--- src/rtl/sha1_pkg.sv ---
package sha1_pkg;
  localparam int WORD_W    = 32;
  localparam int NUM_WORDS = 5;
  localparam int STEPS     = 80;
  localparam int PHASE_LEN = 20;
  localparam int STEP_W    = $clog2(STEPS);

  typedef struct packed {
    logic [WORD_W-1:0] a;
    logic [WORD_W-1:0] b;
    logic [WORD_W-1:0] c;
    logic [WORD_W-1:0] d;
    logic [WORD_W-1:0] e;
  } sha1_state_t;

  localparam sha1_state_t IV = '{
    a: 32'h67452301, b: 32'hefcdab89, c: 32'h98badcfe,
    d: 32'h10325476, e: 32'hc3d2e1f0
  };

  function automatic logic [WORD_W-1:0] rotl(input logic [WORD_W-1:0] x, input int n);
    return (x << n) | (x >> (WORD_W - n));
  endfunction

  function automatic logic [1:0] phase_of(input logic [STEP_W-1:0] s);
    if (s < STEP_W'(PHASE_LEN))            return 2'd0;
    else if (s < STEP_W'(2 * PHASE_LEN))   return 2'd1;
    else if (s < STEP_W'(3 * PHASE_LEN))   return 2'd2;
    else                                   return 2'd3;
  endfunction

  function automatic logic [WORD_W-1:0] k_of(input logic [1:0] ph);
    case (ph)
      2'd0:    return 32'h5a827999;
      2'd1:    return 32'h6ed9eba1;
      2'd2:    return 32'h8f1bbcdc;
      default: return 32'hca62c1d6;
    endcase
  endfunction

  function automatic logic [WORD_W-1:0] f_of(input logic [1:0] ph,
      input logic [WORD_W-1:0] b, input logic [WORD_W-1:0] c, input logic [WORD_W-1:0] d);
    case (ph)
      2'd0:    return (b & c) | (~b & d);
      2'd2:    return (b & c) | (b & d) | (c & d);
      default: return b ^ c ^ d;
    endcase
  endfunction

  function automatic sha1_state_t step_fn(input sha1_state_t s,
      input logic [WORD_W-1:0] w, input logic [1:0] ph);
    sha1_state_t n;
    n.a = rotl(s.a, 5) + f_of(ph, s.b, s.c, s.d) + s.e + w + k_of(ph);
    n.b = s.a;
    n.c = rotl(s.b, 30);
    n.d = s.c;
    n.e = s.d;
    return n;
  endfunction
endpackage

--- src/rtl/sha1_ctrl.sv ---
module sha1_ctrl
  import sha1_pkg::*;
(
  input  logic              clk,
  input  logic              rst_n,
  input  logic              init_i,
  input  logic              w_valid_i,
  input  logic              last_i,
  output logic              take_o,
  output logic [STEP_W-1:0] step_o,
  output logic [1:0]        phase_o,
  output logic              fold_o,
  output logic              done_o
);
  localparam logic [STEP_W-1:0] LAST_STEP = STEP_W'(STEPS - 1);

  logic [STEP_W-1:0] step_q;
  logic fold_q, last_q, done_q;
  logic end_of_block;

  assign take_o       = w_valid_i & ~fold_q & ~init_i;
  assign end_of_block = take_o & (step_q == LAST_STEP);

  always_ff @(posedge clk or negedge rst_n) begin
    if (!rst_n) begin
      step_q <= '0;
      fold_q <= 1'b0;
      last_q <= 1'b0;
      done_q <= 1'b0;
    end else begin
      done_q <= fold_q & last_q & ~init_i;
      if (init_i) begin
        step_q <= '0;
        fold_q <= 1'b0;
        last_q <= 1'b0;
      end else begin
        fold_q <= end_of_block;
        if (end_of_block) last_q <= last_i;
        if (take_o) step_q <= end_of_block ? '0 : step_q + 1'b1;
      end
    end
  end

  assign step_o  = step_q;
  assign phase_o = phase_of(step_q);
  assign fold_o  = fold_q;
  assign done_o  = done_q;

  AST_STEP_BOUND: assert property (@(posedge clk) disable iff (!rst_n)
    step_q < STEP_W'(STEPS));
  AST_STALL_HOLDS: assert property (@(posedge clk) disable iff (!rst_n)
    (!w_valid_i && !init_i && !fold_q) |=> $stable(step_q));
  AST_FOLD_AFTER_LAST: assert property (@(posedge clk) disable iff (!rst_n)
    (take_o && step_q == LAST_STEP) |=> (fold_o && step_o == '0));
  AST_DONE_PULSE: assert property (@(posedge clk) disable iff (!rst_n)
    done_o |=> !done_o);
endmodule

--- src/rtl/sha1_digest.sv ---
module sha1_digest
  import sha1_pkg::*;
(
  input  logic        clk,
  input  logic        rst_n,
  input  logic        init_i,
  input  logic        fold_i,
  input  sha1_state_t work_i,
  output sha1_state_t digest_o
);
  logic [NUM_WORDS-1:0][WORD_W-1:0] iv_w, work_w;
  logic [WORD_W-1:0] h_q [NUM_WORDS];

  assign iv_w   = IV;
  assign work_w = work_i;

  for (genvar i = 0; i < NUM_WORDS; i++) begin : g_word
    always_ff @(posedge clk or negedge rst_n) begin
      if (!rst_n)      h_q[i] <= iv_w[i];
      else if (init_i) h_q[i] <= iv_w[i];
      else if (fold_i) h_q[i] <= h_q[i] + work_w[i];
    end
  end

  always_comb begin
    logic [NUM_WORDS-1:0][WORD_W-1:0] tmp;
    for (int i = 0; i < NUM_WORDS; i++) tmp[i] = h_q[i];
    digest_o = tmp;
  end

  AST_IV_ON_INIT: assert property (@(posedge clk) disable iff (!rst_n)
    init_i |=> (digest_o == IV));
  AST_HOLD_OUTSIDE_FOLD: assert property (@(posedge clk) disable iff (!rst_n)
    (!init_i && !fold_i) |=> $stable(digest_o));
endmodule

--- src/rtl/sha1_round.sv ---
module sha1_round
  import sha1_pkg::*;
(
  input  sha1_state_t       state_i,
  input  logic [WORD_W-1:0] w_i,
  input  logic [1:0]        phase_i,
  output sha1_state_t       state_o
);
  assign state_o = step_fn(state_i, w_i, phase_i);
endmodule

--- src/rtl/sha1_core.sv ---
module sha1_core
  import sha1_pkg::*;
(
  input  logic         clk,
  input  logic         rst_n,
  input  logic         init_i,
  input  logic         w_valid_i,
  input  logic [31:0]  w_i,
  input  logic         last_i,
  output logic [159:0] hash_o,
  output logic         done_o
);
  logic              take;
  logic [STEP_W-1:0] step;
  logic [1:0]        phase;
  logic              fold;
  sha1_state_t       digest, work_q, src, nxt;

  sha1_ctrl u_ctrl (
    .clk(clk), .rst_n(rst_n), .init_i(init_i), .w_valid_i(w_valid_i),
    .last_i(last_i), .take_o(take), .step_o(step), .phase_o(phase),
    .fold_o(fold), .done_o(done_o)
  );

  sha1_digest u_digest (
    .clk(clk), .rst_n(rst_n), .init_i(init_i), .fold_i(fold),
    .work_i(work_q), .digest_o(digest)
  );

  // step 0 reads the digest directly, so no separate load cycle is needed
  assign src = (step == '0) ? digest : work_q;

  sha1_round u_round (
    .state_i(src), .w_i(w_i), .phase_i(phase), .state_o(nxt)
  );

  always_ff @(posedge clk or negedge rst_n) begin
    if (!rst_n)    work_q <= IV;
    else if (take) work_q <= nxt;
  end

  assign hash_o = digest;

  AST_HASH_HOLDS: assert property (@(posedge clk) disable iff (!rst_n)
    (done_o && !init_i && !w_valid_i) |=> $stable(hash_o));
  AST_DONE_AFTER_FOLD: assert property (@(posedge clk) disable iff (!rst_n)
    done_o |-> $past(fold));
endmodule

--- config.mk ---
export PLATFORM = sky130hd
export DESIGN_NAME = sha1_core
export DESIGN_NICKNAME = d
export VERILOG_FILES = /design/src/rtl/sha1_pkg.sv /design/src/rtl/sha1_ctrl.sv /design/src/rtl/sha1_digest.sv /design/src/rtl/sha1_round.sv /design/src/rtl/sha1_core.sv
export SDC_FILE = /design/constraint.sdc
export NUM_CORES = 1
export LEC_CHECK = 0
export ABC_CLOCK_PERIOD_IN_PS = 5600
export BUFFER_PORTS_ARGS = -buffer_cell sky130_fd_sc_hd__buf_2
export CAP_MARGIN = 20
export CORE_MARGIN = 2
export CORE_UTILIZATION = 45
export DETAILED_ROUTE_END_ITERATION = 7
export PLACE_DENSITY_LB_ADDON = 0.15
export SLEW_MARGIN = 25
export SYNTH_ARGS = -nofsm -noshare
export SYNTH_HDL_FRONTEND = slang
export SYNTH_SLANG_ARGS = --single-unit
--- constraint.sdc ---
create_clock -name clk -period 5.6 [get_ports clk]
set_input_delay 0.56 -clock clk [delete_from_list [all_inputs] [get_ports clk]]
set_output_delay 0.56 -clock clk [all_outputs]
set_load 0.03 [all_outputs]
==> results by group <==
STA
  • Tcrit/Tclk final: 102%
  • Minimum clock period: 5730 ps
  • Setup Total Neg Slack: -145 ps
  • Hold Vio Cnt, Final: 0
  • Fin worst setup slack: -127 ps
  • Fmax: roughly 0.17 GHz
  • Worst-Margin Slew: roughly 980 ps
  • Unrepaired setup endpoints after global routing: true
  • Worst slew margin: roughly 34%
  • Layout Skew: 33.6 ps
  • WHS: 245 ps
  • Final Max Slew Viols: 0
  • Setup Viol. Count Final: 3

Synth
  • Post-synth EDFFs: 0
  • Syn_area_per_cell: roughly 9.1 um^2
  • Synthesized Nets: roughly 3.3k
  • Post-synth cell types: 77
  • YS warnings: 0
  • Register area share after synthesis: a little under a third
  • Ys flop type: dfrtp_1
  • Cell area after synthesis: roughly 27000 um^2
  • Synthesized instance count: just under 3k
  • Share of flip-flops with an asynchronous set or reset: 100%
  • Seq cells post-synth: 330

Route
  • Final ANT Viol Nets: 0
  • Routed WL per cell: 22.9 um
  • Initial DRC count: 1598
  • First drt pass iteration count: 5
  • DR vias: 24.1k
  • # DRC: 0
  • Routed WL: a little under 100000 um
  • Vias per inst: 5.71

Power and ir drop
  • Logic pwr share: 55.6%
  • Peak supply drop: between 0.0003 and 0.0004 V
  • Clock power share: around 22%
  • Leakage: around 15 nW
  • Pwr dens: approximately 410 nW/um^2
  • Pint: 8.17 mW
  • Sequential share of power: 22.6%
  • Switching share of power: between 30% and 40%
  • Net Switching: approximately 5.4 mW

Global routing
  • Pin count of the biggest net entering global routing: approximately 150
  • Vias in the first global route: 24.1k
  • First-pass GRT wire length: 146000 um
  • Initial antenna violation count: 0
  • Gr usage total: between 30% and 40%
  • Overflow after GRT: 0

Worst hold path
  • Hold Path Class: primary input to register
  • Worst Hold Path EP: u_ctrl.last_q
  • Hold Crit Depth: 3
  • Hold path start: last_i

Floorplan
  • Initial Util: 45.6%
  • Row count: 89
  • Die height: about 250 um
  • DIE WIDTH: between 200 and 250 um
  • I/O pin count: roughly 200
  • Core area: approximately 60000 um^2
  • Total die area: around 62000 um^2

CTS
  • Clock transition at the registers of the reported paths: around 50 ps
  • Clk sinks: 330
  • CTS tree: yes
  • Max Root-Sink Buffers: 3
  • Clk_lat worst skew: 600 ps
  • H-tree levels: 2
  • Inserted Clock Buffers: 43
  • Root buffer cell: clkbuf_16

Layout
  • Number of fill cells: about 5.5k
  • Area of the multi-input gates: ~18000 um^2
  • Area grow syn2layout: 22.0%
  • Final non-filler cell total: 4214
  • Nets: 3767
  • Ratio of cells with drive above 1 in the final layout: about a quarter
  • Post-route cell area: about 33000 um^2
  • Register Area: 8460 um^2

Place
  • I/O Buffers: just under 200
  • Placed cell area: between 30000 and 40000 um^2
  • RD Place Congestion: approximately 0.97
  • DP Wirelength: 74200 um
  • Dpl cells: around 4.1k

Worst setup path
  • FF-to-FF setup slack: -130 ps
  • Cells on worst reg2reg path: 23
  • CP max FO: 7
  • CP Launch Type: register
  • Arrival @ worst endpoint: 6150 ps
  • FF-to-FF End: work_q[159]
  • Setup crit end kind: register
  • Reg2reg start: u_ctrl.step_o[1]
  • WP data required: 6020 ps
  • WS Path Type: register to register

Job
  • Max-Cap Viols: 0

Outcome
  • Failing checks: setup timing
  • Status: complete, but fails checks
registers in the layout, indices dropped and copies added, names as in the netlist:
register / flops
u_digest.digest_o: 160
work_q: 160
u_ctrl.step_o: 7
u_ctrl.done_o: 1
u_ctrl.fold_o: 1
u_ctrl.last_q: 1
critical path: stages, from the launching register on:
cell and delay, ps:
dfrtp_1 380, inv_2 80, ha_4 130, nand4_1 80, buf_6 150, buf_12 150
buf_16 140, mux2i_1 120, fa_1 510, inv_2 40, fa_1 510, fa_1 540
ha_4 200, fa_2 380, a21o_1 180, a221o_1 370, or4b_4 230, a21o_1 120
o211ai_1 150, o41a_1 450, a211o_1 290, a21oi_2 150, xnor2_1 120, o21ai_1 70
area by class of cell:
type	instances	share of cell area [%]
clock buffer	68	3.88
antenna	1	0.00759
tap	773	2.93
inverter	160	1.82
sequential	330	25.7
timing repair buffer	505	10.8
clock inverter	11	0.615
multi-input combinational	2366	54.3
layer usage:
| layer | vias to the layer above | global-route usage (%) | wire length, um |
|---|---|---|---|
| met5 | - | 0 | 0 |
| met4 | 0 | 8.38 | 2890 |
| met3 | 142 | 4.61 | 5430 |
| met2 | 683 | 51.9 | 45500 |
| met1 | 11900 | 41.3 | 42600 |
| li1 | 11300 | - | - |
cells by family (layout without fill, tap and decap cells):
family / count (synthesis) / after routing / share of synthesized area (%)
simple gates: 801 / 801 / 13.1
fa+ha+maj: 325 / 325 / 18.5
flops: 330 / 330 / 31.3
compound gates: 839 / 839 / 18.9
xor+xnor: 169 / 169 / 5.47
other cells: 0 / 1 / 0
mux: 232 / 232 / 8.82
buf+inv: 280 / 744 / 3.91
metrics by stage:
| step | setup slack, ps | util, % | total power, mW |
|---|---|---|---|
| final | -127 | 55.7 | 13.5 |
| after global routing | -322 | 55.7 | 14.5 |
| after CTS | -23.6 | 55.1 | 13.3 |
| after detailed placement | -288 | 52.0 | 10.1 |
| after global placement | -256 | 52.0 | 10.0 |
| after floorplan | -17.1 | - | 7.41 |
power groups by stage:
stage,sequential [mW],clock [mW],combinational (mW)
final,3.06,2.96,7.53
after global placement,3.09,0,6.93
after floorplan,2.92,0,4.49
after CTS,3.05,3.02,7.20
after detailed placement,3.08,0,7.02
after global routing,3.09,3.10,8.30
synth_stat cells (all sizes together), types with 6 or more instances:
cell	instances	area, um^2
ha	199	2490
and2	16	100
nor2	186	698
o31ai	10	75.1
o21ai	324	1620
and3	18	113
a221o	6	60.1
nand4	13	81.3
inv	160	601
a21o	92	691
nor2b	22	138
nand3	40	200
o211ai	13	97.6
nand2	388	1460
clkbuf	94	353
nor3	35	175
a2111oi	8	88.8
nor4	6	37.5
or2	23	144
dfrtp	170	4250
mux2i	182	1820
a211o	23	201
a31oi	8	50.1
buf	26	104
fa	125	2500
nand2b	21	131
nor3b	9	67.6
xnor2	96	841
xor2	73	639
o21bai	24	184
mux2	50	563
o21a	24	180
dfstp	160	4200
a211oi	27	203
a21oi	223	1120
a41oi	6	60.1
how the worst max path moves through the flow:
stage / endpoint / slack, ps / cells after the start / start
after detailed placement: work_q[156] / -290 / 22 / u_ctrl.step_o[0]
after CTS: work_q[159] / -20 / 23 / u_ctrl.step_o[0]
final: work_q[159] / -130 / 23 / u_ctrl.step_o[1]
after global placement: work_q[156] / -260 / 22 / u_ctrl.step_o[0]
after floorplan: work_q[159] / -20 / 23 / u_ctrl.step_o[0]
after global routing: work_q[159] / -320 / 28 / u_ctrl.step_o[1]
repair_timing:
item                       in CTS  in global routing
gates resized for setup        31                 67
pin swaps                      14                 31
hold buffers                    1                  0
setup endpoints to repair       7                 12
gates cloned                    3                  1
hold endpoints to repair       30                  0
buffers inserted               12                  7
layout by cell type, fill, tap and decap left out, types with 16 or more instances in the layout:
master | netlist | layout
a211o_1 | 23 | 23
a211oi_1 | 27 | 26
a21o_1 | 92 | 92
a21oi_1 | 223 | 215
and2_1 | 16 | 16
and3_1 | 18 | 18
buf_2 | 5 | 195
buf_4 | 0 | 288
clkbuf_16 | 0 | 44
dfrtp_1 | 170 | 169
dfstp_2 | 160 | 160
fa_1 | 125 | 122
ha_1 | 199 | 191
inv_1 | 160 | 154
mux2_2 | 49 | 46
mux2i_1 | 182 | 169
nand2_1 | 388 | 387
nand2b_1 | 21 | 20
nand3_1 | 40 | 38
nor2_1 | 186 | 180
nor2b_1 | 22 | 22
nor3_1 | 35 | 35
o21a_1 | 24 | 24
o21ai_0 | 319 | 311
o21bai_1 | 23 | 23
or2_2 | 23 | 23
xnor2_1 | 96 | 95
xor2_1 | 73 | 73
Note: power is estimated with default switching activity, not from simulation.
